<file path="src/rtl/segpack_pkg.sv">
// Shared sizes, the per-lane control type and the empty-count helper
// for the segmented frame packer.
package segpack_pkg;
    parameter int unsigned SP_SEGS      = 8;   // lanes per bus cycle
    parameter int unsigned SP_SEG_BYTES = 16;  // bytes per lane
    parameter int unsigned SP_PRE_W     = 64;  // preamble width
    parameter int unsigned SP_PRE_PORTS = 2;   // preamble ports, one per bus slice

    localparam int unsigned SP_SEG_W  = SP_SEG_BYTES * 8;
    localparam int unsigned SP_MTY_W  = $clog2(SP_SEG_BYTES);
    localparam int unsigned SP_IDX_W  = $clog2(SP_SEGS);
    localparam int unsigned SP_FILL_W = $clog2(SP_SEGS + 1);
    localparam int unsigned SP_BUS_W  = SP_SEGS * SP_SEG_W;
    localparam int unsigned SP_MTYB_W = SP_SEGS * SP_MTY_W;

    // Control carried with each lane
    typedef struct packed {
        logic                ena;
        logic                sop;
        logic                eop;
        logic [SP_MTY_W-1:0] mty;
    } seg_ctl_t;

    // Unused bytes of a closing word; a count of zero means a full lane
    function automatic logic [SP_MTY_W-1:0] empty_bytes(input logic [SP_MTY_W-1:0] valid_cnt);
        logic [SP_MTY_W:0] diff;
        diff = (SP_MTY_W + 1)'(SP_SEG_BYTES) - {1'b0, valid_cnt};
        return diff[SP_MTY_W-1:0];
    endfunction
endpackage

</file>
<file path="src/rtl/segpack_pre_steer.sv">
// Preamble port selection.
// Decodes which bus slice a frame-start lane belongs to and raises the
// write enable of that slice's preamble port. Assumes NUM_SEGS divides
// evenly by NUM_PORTS.
module segpack_pre_steer
    import segpack_pkg::*;
#(
    parameter int unsigned NUM_SEGS  = SP_SEGS,
    parameter int unsigned NUM_PORTS = SP_PRE_PORTS
) (
    input  logic                 sop_we,
    input  logic [SP_IDX_W-1:0]  seg_idx,
    output logic [NUM_PORTS-1:0] port_we
);
    localparam int unsigned SEGS_PER_PORT = NUM_SEGS / NUM_PORTS;

    for (genvar p = 0; p < NUM_PORTS; p++) begin : g_port
        localparam int unsigned LO = p * SEGS_PER_PORT;
        localparam int unsigned HI = LO + SEGS_PER_PORT;
        // Slice membership test for this port
        assign port_we[p] = sop_we && (32'(seg_idx) >= LO) && (32'(seg_idx) < HI);
    end
endmodule

</file>
<file path="src/rtl/segpack_stage.sv">
// Lane assembly stage.
// Collects one input word per clock into the next free lane, tags it with
// start, end and empty-count, and records frame-start preambles per bus
// slice. Releases the assembled cycle when all lanes are used, or when
// the newest lane ends a frame and no input word is offered. Assumes the
// output register reports through out_free whether it can load this clock.
module segpack_stage
    import segpack_pkg::*;
(
    input  logic                                     clk,
    input  logic                                     rst_n,
    input  logic                                     in_valid,
    input  logic [SP_SEG_W-1:0]                      in_data,
    input  logic                                     in_last,
    input  logic [SP_MTY_W-1:0]                      in_cnt,
    input  logic [SP_PRE_W-1:0]                      in_pre,
    output logic                                     in_ready,
    input  logic                                     out_free,
    output logic                                     flush_go,
    output logic [SP_SEGS-1:0][SP_SEG_W-1:0]         st_data,
    output seg_ctl_t [SP_SEGS-1:0]                   st_ctl,
    output logic [SP_PRE_PORTS-1:0][SP_PRE_W-1:0]    st_pre
);
    localparam logic [SP_FILL_W-1:0] FILL_MAX = SP_FILL_W'(SP_SEGS);

    logic [SP_FILL_W-1:0]    fill_q;
    logic                    in_frame_q;
    logic                    tail_eop_q;
    logic                    full_w;
    logic                    flush_req;
    logic                    accept;
    logic [SP_IDX_W-1:0]     wr_idx;
    logic [SP_PRE_PORTS-1:0] pre_we;
    seg_ctl_t                new_ctl;

    // Release decision and intake handshake
    assign full_w    = (fill_q == FILL_MAX);
    assign flush_req = full_w || ((fill_q != '0) && tail_eop_q && !in_valid);
    assign flush_go  = flush_req && out_free;
    assign in_ready  = !full_w || flush_go;
    assign accept    = in_valid && in_ready;
    assign wr_idx    = flush_go ? '0 : SP_IDX_W'(fill_q);

    // Control word for the lane being written
    always_comb begin
        new_ctl.ena = 1'b1;
        new_ctl.sop = !in_frame_q;
        new_ctl.eop = in_last;
        new_ctl.mty = in_last ? empty_bytes(in_cnt) : '0;
    end

    segpack_pre_steer #(
        .NUM_SEGS  (SP_SEGS),
        .NUM_PORTS (SP_PRE_PORTS)
    ) i_pre_steer (
        .sop_we  (accept && !in_frame_q),
        .seg_idx (wr_idx),
        .port_we (pre_we)
    );

    // Lane storage, fill level and frame tracking
    always_ff @(posedge clk) begin
        if (!rst_n) begin
            fill_q     <= '0;
            in_frame_q <= 1'b0;
            tail_eop_q <= 1'b0;
            st_data    <= '0;
            st_ctl     <= '0;
            st_pre     <= '0;
        end else begin
            if (flush_go) begin
                fill_q  <= '0;
                st_data <= '0;
                st_ctl  <= '0;
                st_pre  <= '0;
            end
            if (accept) begin
                st_data[wr_idx] <= in_data;
                st_ctl[wr_idx]  <= new_ctl;
                fill_q          <= SP_FILL_W'(wr_idx) + 1'b1;
                in_frame_q      <= !in_last;
                tail_eop_q      <= in_last;
            end
            for (int p = 0; p < SP_PRE_PORTS; p++) begin
                if (pre_we[p]) begin
                    st_pre[p] <= in_pre;
                end
            end
        end
    end
endmodule

</file>
<file path="src/rtl/segpack_outreg.sv">
// Bus output register.
// Loads an assembled cycle when the stage releases one, holds it while
// the bus is not ready, and clears to an idle cycle once taken with
// nothing new behind it. Assumes load is raised only when out_free is high.
module segpack_outreg
    import segpack_pkg::*;
(
    input  logic                                     clk,
    input  logic                                     rst_n,
    input  logic                                     load,
    input  logic [SP_SEGS-1:0][SP_SEG_W-1:0]         st_data,
    input  seg_ctl_t [SP_SEGS-1:0]                   st_ctl,
    input  logic [SP_PRE_PORTS-1:0][SP_PRE_W-1:0]    st_pre,
    input  logic                                     out_ready,
    output logic                                     out_free,
    output logic                                     o_valid,
    output logic [SP_SEGS-1:0][SP_SEG_W-1:0]         o_data,
    output seg_ctl_t [SP_SEGS-1:0]                   o_ctl,
    output logic [SP_PRE_PORTS-1:0][SP_PRE_W-1:0]    o_pre
);
    // Register may take a new cycle when empty or being drained
    assign out_free = !o_valid || out_ready;

    // Load, hold or drain the presented bus cycle
    always_ff @(posedge clk) begin
        if (!rst_n) begin
            o_valid <= 1'b0;
            o_data  <= '0;
            o_ctl   <= '0;
            o_pre   <= '0;
        end else if (load) begin
            o_valid <= 1'b1;
            o_data  <= st_data;
            o_ctl   <= st_ctl;
            o_pre   <= st_pre;
        end else if (out_ready) begin
            o_valid <= 1'b0;
            o_data  <= '0;
            o_ctl   <= '0;
            o_pre   <= '0;
        end
    end
endmodule

</file>
<file path="src/rtl/segpack_top.sv">
// Segmented stream frame packer, top level.
// Connects the lane assembly stage to the bus output register and spreads
// the per-lane control into flat per-lane port vectors. Assumes frames of
// at least four words so each bus slice holds at most one frame start.
module segpack_top
    import segpack_pkg::*;
(
    input  logic                  clk,
    input  logic                  rst_n,
    input  logic                  in_valid,
    output logic                  in_ready,
    input  logic [SP_SEG_W-1:0]   in_data,
    input  logic                  in_last,
    input  logic [SP_MTY_W-1:0]   in_cnt,
    input  logic [SP_PRE_W-1:0]   in_pre,
    output logic                  out_valid,
    input  logic                  out_ready,
    output logic [SP_BUS_W-1:0]   out_data,
    output logic [SP_SEGS-1:0]    out_ena,
    output logic [SP_SEGS-1:0]    out_sop,
    output logic [SP_SEGS-1:0]    out_eop,
    output logic [SP_MTYB_W-1:0]  out_mty,
    output logic [SP_PRE_W-1:0]   out_pre_lo,
    output logic [SP_PRE_W-1:0]   out_pre_hi
);
    logic                                  flush_go;
    logic                                  out_free;
    logic [SP_SEGS-1:0][SP_SEG_W-1:0]      st_data;
    seg_ctl_t [SP_SEGS-1:0]                st_ctl;
    logic [SP_PRE_PORTS-1:0][SP_PRE_W-1:0] st_pre;
    logic [SP_SEGS-1:0][SP_SEG_W-1:0]      o_data;
    seg_ctl_t [SP_SEGS-1:0]                o_ctl;
    logic [SP_PRE_PORTS-1:0][SP_PRE_W-1:0] o_pre;

    segpack_stage i_stage (
        .clk      (clk),
        .rst_n    (rst_n),
        .in_valid (in_valid),
        .in_data  (in_data),
        .in_last  (in_last),
        .in_cnt   (in_cnt),
        .in_pre   (in_pre),
        .in_ready (in_ready),
        .out_free (out_free),
        .flush_go (flush_go),
        .st_data  (st_data),
        .st_ctl   (st_ctl),
        .st_pre   (st_pre)
    );

    segpack_outreg i_outreg (
        .clk       (clk),
        .rst_n     (rst_n),
        .load      (flush_go),
        .st_data   (st_data),
        .st_ctl    (st_ctl),
        .st_pre    (st_pre),
        .out_ready (out_ready),
        .out_free  (out_free),
        .o_valid   (out_valid),
        .o_data    (o_data),
        .o_ctl     (o_ctl),
        .o_pre     (o_pre)
    );

    // Flatten per-lane fields onto the bus ports
    for (genvar s = 0; s < SP_SEGS; s++) begin : g_lane
        assign out_data[s*SP_SEG_W +: SP_SEG_W] = o_data[s];
        assign out_ena[s]                       = o_ctl[s].ena;
        assign out_sop[s]                       = o_ctl[s].sop;
        assign out_eop[s]                       = o_ctl[s].eop;
        assign out_mty[s*SP_MTY_W +: SP_MTY_W]  = o_ctl[s].mty;
    end

    assign out_pre_lo = o_pre[0];
    assign out_pre_hi = o_pre[SP_PRE_PORTS-1];
endmodule

</file>
<file path="config.mk">
export PLATFORM = sky130hd
export DESIGN_NAME = segpack_top
export DESIGN_NICKNAME = d
export VERILOG_FILES = /design/src/rtl/segpack_pkg.sv /design/src/rtl/segpack_pre_steer.sv /design/src/rtl/segpack_stage.sv /design/src/rtl/segpack_outreg.sv /design/src/rtl/segpack_top.sv
export SDC_FILE = /design/constraint.sdc
export NUM_CORES = 2
export LEC_CHECK = 0
export BUFFER_PORTS_ARGS = -buffer_cell sky130_fd_sc_hd__buf_2
export CAP_MARGIN = 20
export CORE_AREA = 2 2 548 550
export DETAILED_ROUTE_END_ITERATION = 10
export DIE_AREA = 0 0 550 552
export GPL_TIMING_DRIVEN = 0
export PLACE_DENSITY = 0.52
export SYNTH_ARGS = -nofsm -noshare
export SYNTH_HDL_FRONTEND = slang
export SYNTH_SLANG_ARGS = --single-unit
</file>
<file path="constraint.sdc">
create_clock -name clk -period 5.5 [get_ports clk]
set_clock_uncertainty 0.1 [all_clocks]
set_input_delay 1.1 -clock clk [delete_from_list [all_inputs] [get_ports clk]]
set_output_delay 1.1 -clock clk [all_outputs]
set_load 0.01 [all_outputs]
</file>
==> impl_metrics.env <==
export IMPL_hold_buffers=0
export IMPL_drt_iter0_markers=8401
export IMPL_synth_edf_count=0
export IMPL_critical_path_top_delay_family="buffers and inverters"
export IMPL_worstPathCellList="buf_2 > nor2b_1 > nand3_1 > nor2_2 > buf_16 > buf_2 > buf_2 > a22o_1"
export IMPL_ys_warn_count=0
export IMPL_slew_violations=0
export IMPL_vias_per_cell=5.40
export IMPL_worstHoldPathType="input port to register"
export IMPL_end_kind="register"
export IMPL_seqCellArea_um2=48500
export IMPL_cts_resized=0
export IMPL_die_area_um2=304000
export IMPL_yosysTopAreaCell="dfxtp_1"
export IMPL_fp_row_count=201
export IMPL_vias=84300
export IMPL_drc_errors=0
export IMPL_synth_area_leaders="dfxtp_1 51%, mux2i_1 13%, nand3b_1 9.6%"
export IMPL_hpwlAfterDp_um=395000
export IMPL_powerDensity_nw_per_um2=339
export IMPL_power_w=0.0397
export IMPL_num_nets_final=11600
export IMPL_clk_latency_ns=0.92
export IMPL_area_delta_synth_final_pct=24.2
export IMPL_cts_tree="yes"
export IMPL_status="completed"
export IMPL_grt_pass1_wl_um=670000
export IMPL_h_tree_depth=5
export IMPL_die_width_um=550
export IMPL_cts_sinks=2423
export IMPL_finalCritPeriodShare_pct=78.9
export IMPL_synth_top_area_share_pct=51.4
export IMPL_io_pins=1411
export IMPL_nFillCells=30000
export IMPL_track_usage_pct=31.5
export IMPL_postSynthCellCount=9658
export IMPL_coreArea_um2=298000
export IMPL_synth_area_um2=94400
export IMPL_hold_ws_ns=0.315
export IMPL_ys_flop_type="dfxtp_1"
export IMPL_cts_max_path_buffers=4
export IMPL_worst_slew_pin_slew_ns=1.26
export IMPL_gp_congestion=0.922
export IMPL_drive_gt1_share_pct=18.9
export IMPL_crit_fanout=10
export IMPL_synth_most_common_cell="dfxtp_1"
export IMPL_ys_types=44
export IMPL_wl_per_cell_um=32.0
export IMPL_grt_pass1_vias=81600
export IMPL_vdd_drop_max_mv=0.212
export IMPL_clk_pin_slew_worst_paths_ns=0.06
export IMPL_setup_violations=0
export IMPL_critical_path_arrival_ns=5.07
export IMPL_numCtsBuffers=280
export IMPL_async_flop_share_pct=0
export IMPL_initial_core_util_pct=31.6
export IMPL_postRouteAntennaNets=0
export IMPL_worstSetupPathType="register to register"
export IMPL_yosysSeqAreaShare_pct=51.4
export IMPL_postCtsSetupBuffers=0
export IMPL_relSlewSlack_pct=15.7
export IMPL_grt_max_degree=15
export IMPL_dieHeight_um=552
export IMPL_max_stage_delay_ns=0.84
export IMPL_rsz0062_at_grt="false"
export IMPL_slowest_stage="buf_2"
export IMPL_port_buffers=1409
export IMPL_multi_input_area_um2=40000
export IMPL_grt_overflow=0
export IMPL_cap_violations=0
export IMPL_p_leak_nw=51.6
export IMPL_dr_pass1_iters=7
export IMPL_finalCriticalPeriod_ns=4.34
export IMPL_syn_nets=9860
export IMPL_required_ns=6.23
export IMPL_clock_root_buffer="clkbuf_16"
export IMPL_synth_commonest_cells="2423 x dfxtp_1, 1799 x nand2_1, 1210 x nand3b_1"
export IMPL_startpoint_type="register"
export IMPL_antenna_found_initial=93
export IMPL_totalWireLength_um=500000
export IMPL_hold_violations=0
export IMPL_ys_ff_latch=2423
export IMPL_fmax_mhz=231
export IMPL_syn_avg_cell_area_um2=9.77
export IMPL_cp_num_buf_inv=4
export IMPL_critPathMostFrequentCell="buf_2"
## cell families (layout without fill, tap and decap cells)
group,Yosys count,after routing,share of synthesized area [%]
flops,2423,2423,51.4
mux,1208,1208,12.8
simple gates,3779,3779,20.9
compound gates,1228,1228,8.61
fa+ha+maj,1,1,0.0133
xor+xnor,2,2,0.0186
buf+inv,1017,2980,6.24
other cells,0,24,0
## layout by cell type, fill, tap and decap left out, types with 41 or more instances in the layout
cell,netlist,layout
buf_12,111,137
clkbuf_16,0,284
o22ai_1,731,731
nand3b_1,1210,1210
mux2i_1,1208,1208
buf_1,43,41
nand3_1,739,738
a21oi_1,235,235
clkbuf_2,0,59
nand2_1,1799,1798
a22o_1,178,178
dfxtp_1,2423,2423
clkbuf_1,749,746
buf_2,83,1494
a32o_1,64,64
clkbuf_8,0,57
## worst reg2reg max path, cell delays in order (launching register included)
cell     delay [ns]
dfxtp_1        0.31
buf_2          0.17
nor2b_1        0.29
nand3_1        0.77
nor2_2         0.74
buf_16         0.23
buf_2          0.85
buf_2          0.58
a22o_1         0.21
## path summary, 6_finish.rpt
path                                    from                         endpoint  slack, ns  cells past startpoint
min                               in_pre[12]  i_stage.st_pre[76]$_SDFFE_PN0P_       0.32                      2
min reg2reg  i_stage.st_pre[79]$_SDFFE_PN0P_  i_outreg.o_pre[79]$_SDFFE_PN0P_       0.32                      2
max reg2reg   i_stage.fill_q[2]$_SDFFE_PN0P_   i_stage.st_data[60]$_SDFF_PN0_       1.16                      8
max           i_stage.fill_q[2]$_SDFFE_PN0P_   i_stage.st_data[60]$_SDFF_PN0_       1.16                      8
## per-layer routing
layer  up-vias  track usage [%]  wire length, um
met5         -                0              126
met4        20             15.9            29600
met3       790             8.59            44700
met2      3988             51.0           228000
met1     41900             38.2           198000
li1      37600                -                -
## registers in the layout (all words and copies together) (netlist names)
name                cells
i_outreg.o_ctl         56
i_outreg.o_data      1024
i_outreg.o_pre        128
i_outreg.o_valid        1
i_stage.fill_q          4
i_stage.in_frame_q      1
i_stage.st_ctl         56
i_stage.st_data      1024
i_stage.st_pre        128
i_stage.tail_eop_q      1
## layout make-up
class,instances,area share (%)
clock buffer,397,6.91
antenna,24,0.0512
clock inverter,94,1.06
tap,3958,4.23
inverter,4,0.0128
buffer,1013,5.07
multi-input combinational,6218,34.1
timing repair buffer,1472,7.17
sequential,2423,41.4
## report_power, final
part | switching (W) | internal (W) | total, W
Sequential | 0.000134 | 0.0177 | 0.0179
Clock | 0.00809 | 0.0112 | 0.0193
Combinational | 0.00184 | 0.000692 | 0.00253
## through the flow
stage               instances  setup slack (ns)  setup TNS (ns)  instance area, um2  util (%)
floorplan                9658              2.90               0               94400         -
global placement        15000            -0.739          -69.41              106000      35.7
detailed placement      15100             0.445               0              108000      36.1
CTS                     15600              1.28               0              117000      39.3
global route            15600              1.25               0              117000      39.3
finish                  15600              1.16               0              117000      39.3
(Power assumes the default switching activity.)
